<file path="src/rtl/sp_pkg.sv">
// Shared constants and register-map helpers for the serial register port.
// Assumes a six-bit address space with four mapped registers at 0..3.
package sp_pkg;
    localparam int ADDR_W  = 6;
    localparam int DW      = 32;          // widest register
    localparam int NREG    = 4;           // mapped registers at 0..NREG-1
    localparam int CNT_W   = $clog2(DW);  // bit counter width
    localparam int INSN_W  = 8;
    localparam int CTRL_LSB_BIT = 0;      // control: LSB-first order
    localparam int CTRL_W3_BIT  = 1;      // control: separate output pin

    // Index of the top bit of a register; unmapped addresses act as 8 bits.
    function automatic logic [CNT_W-1:0] reg_last_bit(input logic [ADDR_W-1:0] a);
        case (a)
            6'd0:    return CNT_W'(31);
            6'd1:    return CNT_W'(7);
            6'd2:    return CNT_W'(15);
            6'd3:    return CNT_W'(31);
            default: return CNT_W'(7);
        endcase
    endfunction

    // Mask of the bits a register really stores.
    function automatic logic [DW-1:0] reg_mask(input logic [ADDR_W-1:0] a);
        logic [DW-1:0] m;
        m = '0;
        for (int i = 0; i < DW; i++)
            if (CNT_W'(i) <= reg_last_bit(a)) m[i] = 1'b1;
        return m;
    endfunction
endpackage

</file>
<file path="src/rtl/sp_sync.sv">
// Two-stage synchroniser with one extra history stage for edge detection.
// Assumes the inputs are slow compared to clk; RST_VAL sets the idle level.
module sp_sync #(
    parameter int              W       = 4,
    parameter logic [W-1:0]    RST_VAL = '0
) (
    input  logic         clk,
    input  logic         rst_n,
    input  logic [W-1:0] async_i,
    output logic [W-1:0] sync_o,
    output logic [W-1:0] prev_o
);
    logic [W-1:0] meta;

    // Carry the asynchronous inputs through two flops, then keep one more for history.
    always_ff @(posedge clk) begin
        if (!rst_n) begin
            meta   <= RST_VAL;
            sync_o <= RST_VAL;
            prev_o <= RST_VAL;
        end else begin
            meta   <= async_i;
            sync_o <= meta;
            prev_o <= sync_o;
        end
    end
endmodule

</file>
<file path="src/rtl/sp_regbank.sv">
// Register storage: one control register plus data registers of several widths.
// Unmapped addresses read as zero and ignore writes; storage is trimmed to each width.
module sp_regbank
    import sp_pkg::*;
(
    input  logic              clk,
    input  logic              rst_n,
    input  logic              wr_en,
    input  logic [ADDR_W-1:0] wr_addr,
    input  logic [DW-1:0]     wr_data,
    input  logic [ADDR_W-1:0] rd_addr,
    output logic [DW-1:0]     rd_data,
    output logic              ctrl_lsb,
    output logic              ctrl_w3
);
    logic [DW-1:0] regs [NREG];

    // Commit a completed write to the matching mapped register.
    always_ff @(posedge clk) begin
        if (!rst_n) begin
            for (int i = 0; i < NREG; i++) regs[i] <= '0;
        end else if (wr_en) begin
            for (int i = 0; i < NREG; i++)
                if (wr_addr == ADDR_W'(i))
                    regs[i] <= wr_data & reg_mask(ADDR_W'(i));
        end
    end

    // Select the addressed register for readback, zero when unmapped.
    always_comb begin
        rd_data = '0;
        for (int i = 0; i < NREG; i++)
            if (rd_addr == ADDR_W'(i)) rd_data = regs[i];
    end

    assign ctrl_lsb = regs[0][CTRL_LSB_BIT];
    assign ctrl_w3  = regs[0][CTRL_W3_BIT];
endmodule

</file>
<file path="src/rtl/sp_engine.sv">
// Serial protocol engine: instruction capture, data shifting, read driving, write commit.
// Assumes synchronised, edge-detected inputs and at least two clk cycles between serial edges.
module sp_engine
    import sp_pkg::*;
(
    input  logic              clk,
    input  logic              rst_n,
    input  logic              cs_act,
    input  logic              io_rst,
    input  logic              sclk_rise,
    input  logic              sclk_fall,
    input  logic              din,
    input  logic              ctrl_lsb,
    input  logic              ctrl_w3,
    input  logic [DW-1:0]     rd_data,
    output logic [ADDR_W-1:0] acc_addr,
    output logic              wr_en,
    output logic [DW-1:0]     wr_data,
    output logic              sdio_o,
    output logic              sdio_oe,
    output logic              sdo_o,
    output logic              sdo_oe,
    output logic              at_start,
    output logic              cfg_lsb,
    output logic              cfg_w3
);
    typedef enum logic { ST_INSN, ST_DATA } phase_t;

    phase_t             phase;
    logic [INSN_W-1:0]  insn;
    logic [INSN_W-1:0]  insn_next;
    logic [CNT_W-1:0]   cnt;
    logic [CNT_W-1:0]   last_idx;
    logic [CNT_W-1:0]   idx;
    logic               is_rd;
    logic               load_pend;
    logic [DW-1:0]      shadow;
    logic               out_bit;
    logic               oe_q;

    assign at_start  = (phase == ST_INSN) && (cnt == '0);
    assign insn_next = cfg_lsb ? {din, insn[INSN_W-1:1]} : {insn[INSN_W-2:0], din};
    assign idx       = cfg_lsb ? cnt : (last_idx - cnt);
    assign wr_data   = shadow;

    // Advance the protocol on serial edges; abandon on deselect or port reset.
    always_ff @(posedge clk) begin
        if (!rst_n) begin
            phase     <= ST_INSN;
            insn      <= '0;
            cnt       <= '0;
            last_idx  <= '0;
            is_rd     <= 1'b0;
            acc_addr  <= '0;
            load_pend <= 1'b0;
            shadow    <= '0;
            out_bit   <= 1'b0;
            oe_q      <= 1'b0;
            wr_en     <= 1'b0;
            cfg_lsb   <= 1'b0;
            cfg_w3    <= 1'b0;
        end else begin
            wr_en <= 1'b0;
            if (at_start && !sclk_rise) begin
                cfg_lsb <= ctrl_lsb;
                cfg_w3  <= ctrl_w3;
            end
            if (!cs_act || io_rst) begin
                phase     <= ST_INSN;
                cnt       <= '0;
                load_pend <= 1'b0;
                oe_q      <= 1'b0;
            end else begin
                if (load_pend) begin
                    shadow    <= rd_data;
                    load_pend <= 1'b0;
                end
                if (sclk_rise) begin
                    if (phase == ST_INSN) begin
                        insn <= insn_next;
                        if (cnt == CNT_W'(INSN_W - 1)) begin
                            phase     <= ST_DATA;
                            cnt       <= '0;
                            is_rd     <= insn_next[7];
                            acc_addr  <= insn_next[ADDR_W-1:0];
                            last_idx  <= reg_last_bit(insn_next[ADDR_W-1:0]);
                            shadow    <= '0;
                            load_pend <= insn_next[7];
                        end else begin
                            cnt <= cnt + 1'b1;
                        end
                    end else begin
                        if (!is_rd) shadow[idx] <= din;
                        if (cnt == last_idx) begin
                            phase <= ST_INSN;
                            cnt   <= '0;
                            oe_q  <= 1'b0;
                            if (!is_rd) wr_en <= 1'b1;
                        end else begin
                            cnt <= cnt + 1'b1;
                        end
                    end
                end
                if (sclk_fall && phase == ST_DATA && is_rd) begin
                    out_bit <= shadow[idx];
                    oe_q    <= 1'b1;
                end
            end
        end
    end

    assign sdio_o  = out_bit;
    assign sdo_o   = out_bit;
    assign sdio_oe = oe_q && !cfg_w3;
    assign sdo_oe  = oe_q && cfg_w3;
endmodule

</file>
<file path="src/rtl/sreg_port.sv">
// Top level of the serial register access port: synchroniser, engine and register bank.
// Assumes clk is at least four times the serial clock rate; pad buffers sit outside.
module sreg_port
    import sp_pkg::*;
(
    input  logic clk,
    input  logic rst_n,
    input  logic cs_n,
    input  logic sclk,
    input  logic io_reset,
    input  logic sdio_i,
    output logic sdio_o,
    output logic sdio_oe,
    output logic sdo_o,
    output logic sdo_oe
);
    localparam int NSYNC = 4;
    localparam logic [NSYNC-1:0] SYNC_IDLE = 4'b0010; // chip select idles high

    logic [NSYNC-1:0]  s_now, s_prev;
    logic              cs_act, io_rst_s, sclk_rise, sclk_fall, din_s;
    logic              ctrl_lsb, ctrl_w3, wr_en, at_start, cfg_lsb, cfg_w3;
    logic [ADDR_W-1:0] acc_addr;
    logic [DW-1:0]     wr_data, rd_data;

    sp_sync #(.W(NSYNC), .RST_VAL(SYNC_IDLE)) u_sync (
        .clk     (clk),
        .rst_n   (rst_n),
        .async_i ({sdio_i, io_reset, cs_n, sclk}),
        .sync_o  (s_now),
        .prev_o  (s_prev)
    );

    assign cs_act    = !s_now[1];
    assign io_rst_s  = s_now[2];
    assign din_s     = s_now[3];
    assign sclk_rise = cs_act && s_now[0] && !s_prev[0];
    assign sclk_fall = cs_act && !s_now[0] && s_prev[0];

    sp_engine u_eng (
        .clk       (clk),
        .rst_n     (rst_n),
        .cs_act    (cs_act),
        .io_rst    (io_rst_s),
        .sclk_rise (sclk_rise),
        .sclk_fall (sclk_fall),
        .din       (din_s),
        .ctrl_lsb  (ctrl_lsb),
        .ctrl_w3   (ctrl_w3),
        .rd_data   (rd_data),
        .acc_addr  (acc_addr),
        .wr_en     (wr_en),
        .wr_data   (wr_data),
        .sdio_o    (sdio_o),
        .sdio_oe   (sdio_oe),
        .sdo_o     (sdo_o),
        .sdo_oe    (sdo_oe),
        .at_start  (at_start),
        .cfg_lsb   (cfg_lsb),
        .cfg_w3    (cfg_w3)
    );

    sp_regbank u_bank (
        .clk      (clk),
        .rst_n    (rst_n),
        .wr_en    (wr_en),
        .wr_addr  (acc_addr),
        .wr_data  (wr_data),
        .rd_addr  (acc_addr),
        .rd_data  (rd_data),
        .ctrl_lsb (ctrl_lsb),
        .ctrl_w3  (ctrl_w3)
    );
endmodule

</file>
<file path="config.mk">
export PLATFORM = sky130hd
export DESIGN_NAME = sreg_port
export DESIGN_NICKNAME = d
export VERILOG_FILES = /design/src/rtl/sp_pkg.sv /design/src/rtl/sp_sync.sv /design/src/rtl/sp_regbank.sv /design/src/rtl/sp_engine.sv /design/src/rtl/sreg_port.sv
export SDC_FILE = /design/constraint.sdc
export NUM_CORES = 1
export LEC_CHECK = 0
export BUFFER_PORTS_ARGS = -buffer_cell sky130_fd_sc_hd__buf_2
export CORE_MARGIN = 2
export CORE_UTILIZATION = 55
export DETAILED_ROUTE_END_ITERATION = 6
export PLACE_DENSITY = 0.78
export SYNTH_ARGS = -nofsm -noshare
export SYNTH_HDL_FRONTEND = slang
export SYNTH_HIERARCHICAL = 1
export SYNTH_SLANG_ARGS = --single-unit
</file>
<file path="constraint.sdc">
create_clock -name clk -period 12.59 [get_ports clk]
set_input_delay 0.6295 -clock clk [delete_from_list [all_inputs] [get_ports clk]]
set_output_delay 0.6295 -clock clk [all_outputs]
set_load 0.02 [all_outputs]
</file>
Word level (Yosys, flattened, before mapping)
Memory sizes are Yosys's and may differ from the RTL's.
Index checks and enable logic that the tools add are counted.
Widths: inputs -> output; s select.
{"block": "classes", "add_sub_neg": 2, "n_lt_le_gt_ge": 130, "n_eq_ne": 7, "muxes": 575, "bitwise": 14, "reduce_logical": 31}
{"operator": "$mux 1", "n": 539}
{"operator": "$mux 32", "n": 15}
{"operator": "$le 5x5->1 const A", "n": 64}
{"operator": "$le 4x5->1 const A", "n": 32}
{"operator": "$and 32x32->32", "n": 4}
{"operator": "$le 3x5->1 const A", "n": 16}
{"operator": "$mux 5", "n": 16}
{"operator": "$le 1x5->1 const A", "n": 8}
{"operator": "$le 2x5->1 const A", "n": 8}
{"operator": "$bwmux 32", "n": 1}
{"operator": "$eq 6x2->1 const B", "n": 4}
{"operator": "$logic_not 6->1", "n": 2}
{"operator": "$logic_and 1x1->1", "n": 11}
{"operator": "$pmux 5 s2", "n": 1}
{"operator": "$reduce_or 5->1", "n": 2}
{"operator": "$mux 8", "n": 1}
{"operator": "$eq 6x1->1 const B", "n": 1}
{"operator": "$lt 5x6->1 const B", "n": 1}
{"operator": "$not 1->1", "n": 6}
{"operator": "$reduce_and 3->1", "n": 2}
{"operator": "$reduce_bool 2->1", "n": 3}
{"operator": "$add 5x1->5 const B", "n": 1}
{"operator": "$bmux 1 s5", "n": 1}
{"operator": "$demux 1 s5", "n": 1}
{"operator": "11 further kinds", "n": 19}
{"block": "word_totals", "regBits": 73, "mem_bits_rw": 128, "inputBits": 6, "output_inout_bits": 4, "mem_count": 1}
{"memory": "u_bank.regs", "words": 4, "width": 32, "read_ports": 4, "rd_ports_with_merged_regs": 0, "wr": 4, "line_no": "sp_regbank.sv:16", "rtl": "logic [DW-1:0] regs [NREG];"}

Longest topological paths before layout
{"block": "logic_depth", "word_depth": 12, "depth_mapped": 13}

Modules after synthesis
Netlist, hierarchy kept.
{"mod": "sp_engine", "n_inst": 1, "cells_each": 532, "area_each_um2": 4351.7, "seq_area_each_um2": 1241.2}
{"mod": "sp_regbank", "n_inst": 1, "cells_each": 270, "area_each_um2": 4056.4, "seq_area_each_um2": 2642.5}
{"mod": "sp_sync", "n_inst": 1, "cells_each": 25, "area_each_um2": 322.8, "seq_area_each_um2": 240.2}
{"mod": "sreg_port", "n_inst": 1, "cells_each": 3, "area_each_um2": 18.8, "seq_area_each_um2": 0.0}

Worst setup path before layout
Ideal clock, no wire load.
{"block": "synth_path", "path_type": "flip-flop to flip-flop", "from": "reg u_eng.acc_addr[2]", "to": "mem u_bank.regs[0][0], enable pin", "setup_time_ns": 0.466, "t_arrival_ns": 3.706, "required_time_ns": 12.124, "path_slack_ns": 8.419, "path_stages_with_launch": 5, "path_buffers": 1, "synth_period_minus_slack_ns": 4.171, "cell_sequence": "dfxtp_1 or4b_1 buf_6 or3_2 o21ai_0"}
{"element": "from (decl)", "line_no": "sp_engine.sv:16", "rtl": "output logic [ADDR_W-1:0] acc_addr,"}
{"element": "from (signal assigned)", "line_no": "sp_engine.sv:85", "rtl": "acc_addr <= insn_next[ADDR_W-1:0];"}
{"element": "to (decl)", "line_no": "sp_regbank.sv:16"}

Worst setup path after layout
{"block": "layout_path", "from": "reg u_sync.sync_o[2]", "to": "reg u_eng.last_idx[4]"}
{"block": "layout_via", "elab_chain_cells": 3}
{"element": "from (decl)", "line_no": "sp_sync.sv:10", "rtl": "output logic [W-1:0] sync_o,"}
{"element": "from (signal assigned)", "line_no": "sp_sync.sv:23", "rtl": "sync_o <= meta;"}
{"element": "$logic_or 1x1->1", "line_no": "sp_engine.sv:68", "rtl": "if (!cs_act || io_rst) begin"}
{"element": "$not 1->1 (no source line)"}
{"element": "$reduce_and 4->1 (no source line)"}
{"element": "to (signal assigned)", "line_no": "sp_engine.sv:86", "rtl": "last_idx <= reg_last_bit(insn_next[ADDR_W-1:0]);"}
{"element": "to (decl)", "line_no": "sp_engine.sv:33", "rtl": "logic [CNT_W-1:0] last_idx;"}
No other way between the ends.
A chain may end at the register's enable or synchronous reset.

==> impl_metrics.csv <==
group,metric,value,unit
synthesis,yosys_warnings,6,
power,p_int,0.886,mW
sta,slew_headroom,14.8,%
clock_tree,cts_buffer_depth,2,
synthesis,synthCells,824,
power,ir_worst_vdd,0.0920,mV
global_route,gr-total-overflow,0,
sta,hold_viol,0,
clock_tree,post-cts-setup-buffers,0,
route,dr_total_vias,6501,
hold_path,hold_path.class,"in2reg",
clock_tree,post_cts_resized,0,
clock_tree,tritoncts.num_buffers,17,
clock_tree,cts_htree_levels,4,
power,swShare,20.8,%
sta,fin_crit_sh,29.3,%
sta,period_needed,3.69,ns
finish,num-nets-final,813,
run_status,status,"completed",
finish,num_antenna_cells,0,
floorplanning,rows,45,
floorplanning,ios,10,
floorplanning,dieArea,16800,um2
floorplanning,initial_core_util,56.6,%
floorplanning,die_h,130,um
power,power.leakage,3.12,nW
clock_tree,cts_tree,"done",
clock_tree,cts_root_buf,"clkbuf_16",
finish,drive_gt1_share,13.5,%
global_route,grt_pass1_wl,33600,um
power,p_total,1.12,mW
global_route,grt_use_total,25.9,%
place,preCtsSetupSlack,9.01,ns
route,drc,0,
flow_run,max-cap-violations,0,
sta,drv_slew,0,
route,initialDrtViolationCount,720,
sta,fin_skew,0.00754,ns
synthesis,syn-num-nets,837,
global_route,first_global_vias,6512,
place,port_buffers,9,
power,power.switching,0.232,mW
route,routed_wl,20500,um
power,combPwrFrac,3.3,%
worst_setup_path,crit_required,12.95,ns
route,firstDrtPassIters,6,
route,vias_per_cell,6.35,
synthesis,synth_area_per_cell,10.5,um2
finish,n_fill_cell,1242,
place,hpwlAfterDp,13100,um
clock_tree,cts.sinks,159,
global_route,grt_max_degree,60,
finish,synthToLayoutAreaGrowth,8.07,%
global_route,antenna_found_initial,0,
worst_setup_path,critical_path_class,"reg2reg",
synthesis,syn_area,8670,um2
sta,rsz0062_at_grt,"false",
floorplanning,die_w,130,um
sta,worst_pin_slew,1.28,ns
worst_setup_path,arrival,4.05,ns
place,routabilityCongestion,0.885,
worst_setup_path,end_kind,"flop",
sta,fmax,0.271,GHz
power,pwr-share-clk,45.8,%
clock_tree,clock_latency,0.43,ns
clock_tree,clk_pin_slew,0.06,ns
power,power_per_cell_area,119,nW/um2
worst_setup_path,start_kind,"flop",
clock_tree,postCtsHoldBufs,0,
sta,setup_viol,0,
route,drtAntennaViolNets,0,
power,pwr-share-seq,50.8,%
sta,setup_ws,8.90,ns
route,wl_per_cell,20.0,um
worst_setup_path,crit_fanout,59,
floorplanning,fp.coreArea,15300,um2
sta,setup_tns,0,ns
sta,timing.hold.ws,0.380,ns
## placed cells by master, fill, tap and decap left out, drive strengths merged, types with 12 or more instances in the layout
cell type,count
a211oi,16
a21oi,38
a22o,16
and2,110
buf,22
clkbuf,22
dfxtp,71
edfxtp,88
inv,17
mux2i,59
mux4,16
nand2,53
nand3,20
nor2,49
nor3,28
o21ai,26
o2bb2ai,16
o31ai,12
## area by class of cell
class	instances	area, um2	share of cell area [%]
tap	211	264	2.82
timing repair buffer	22	143	1.52
clock inverter	10	139	1.48
inverter	17	63.8	0.681
clock buffer	22	444	4.74
sequential	159	4070	43.4
multi-input combinational	583	4250	45.4
## layer usage
metal	global-route usage, %	wire, um	share of wire, %
met1	33.8	8630	42
met2	43.4	10100	49
met3	3.96	1360	6.6
met4	10.4	443	2.2
met5	0	0	0
## flip-flops by register name (all words and copies together) (netlist names), 3 cells and up
| name | count |
|---|---|
| u_bank/regs | 88 |
| u_sync/sync_o | 4 |
| u_eng/wr_data | 32 |
| u_eng/acc_addr | 6 |
| u_eng/last_idx | 3 |
| u_eng/cnt | 5 |
| u_eng/insn | 8 |
| u_sync/meta | 4 |
## stage by stage
| step | cell area [um2] | instances | util, % |
|---|---|---|---|
| after floorplan | 8670 | 824 | - |
| after global placement | 8790 | 992 | 57.4 |
| after detailed placement | 8790 | 992 | 57.4 |
| after CTS | 9370 | 1024 | 61.2 |
| after global routing | 9370 | 1024 | 61.2 |
| final | 9370 | 1024 | 61.2 |
## worst paths after layout
| path | from | endpoint | slack [ns] | cells past startpoint |
|---|---|---|---|---|
| worst max-delay path | u_sync/sync_o[2]$_SDFF_PN0_ | u_eng/last_idx[4]$_SDFFE_PN0P_ | 8.90 | 7 |
| worst min-delay path | cs_n | u_sync/meta[1]$_SDFF_PN1_ | 0.38 | 2 |
| worst max register to register | u_sync/sync_o[2]$_SDFF_PN0_ | u_eng/last_idx[4]$_SDFFE_PN0P_ | 8.90 | 7 |
| worst min register to register | u_sync/meta[2]$_SDFF_PN0_ | u_sync/sync_o[2]$_SDFF_PN0_ | 0.43 | 1 |
## power by group through the flow
stage / registers [mW] / clock network [mW] / logic [mW]
floorplan: 0.578 / 0 / 0.0273
global placement: 0.579 / 0 / 0.0357
detailed placement: 0.580 / 0 / 0.0367
CTS: 0.569 / 0.516 / 0.0369
global route: 0.570 / 0.537 / 0.0401
finish: 0.569 / 0.513 / 0.0372
## worst max-delay path, stage by stage (launching register included)
cell and delay, ns:
dfxtp_1 0.31, nand2b_2 0.71, nor3b_2 1.03, and2_0 0.64, o21ai_0 0.16, a2111oi_0 0.41, o21ai_0 0.18, a21oi_1 0.16
No activity file was read; power rests on OpenSTA's default activity.
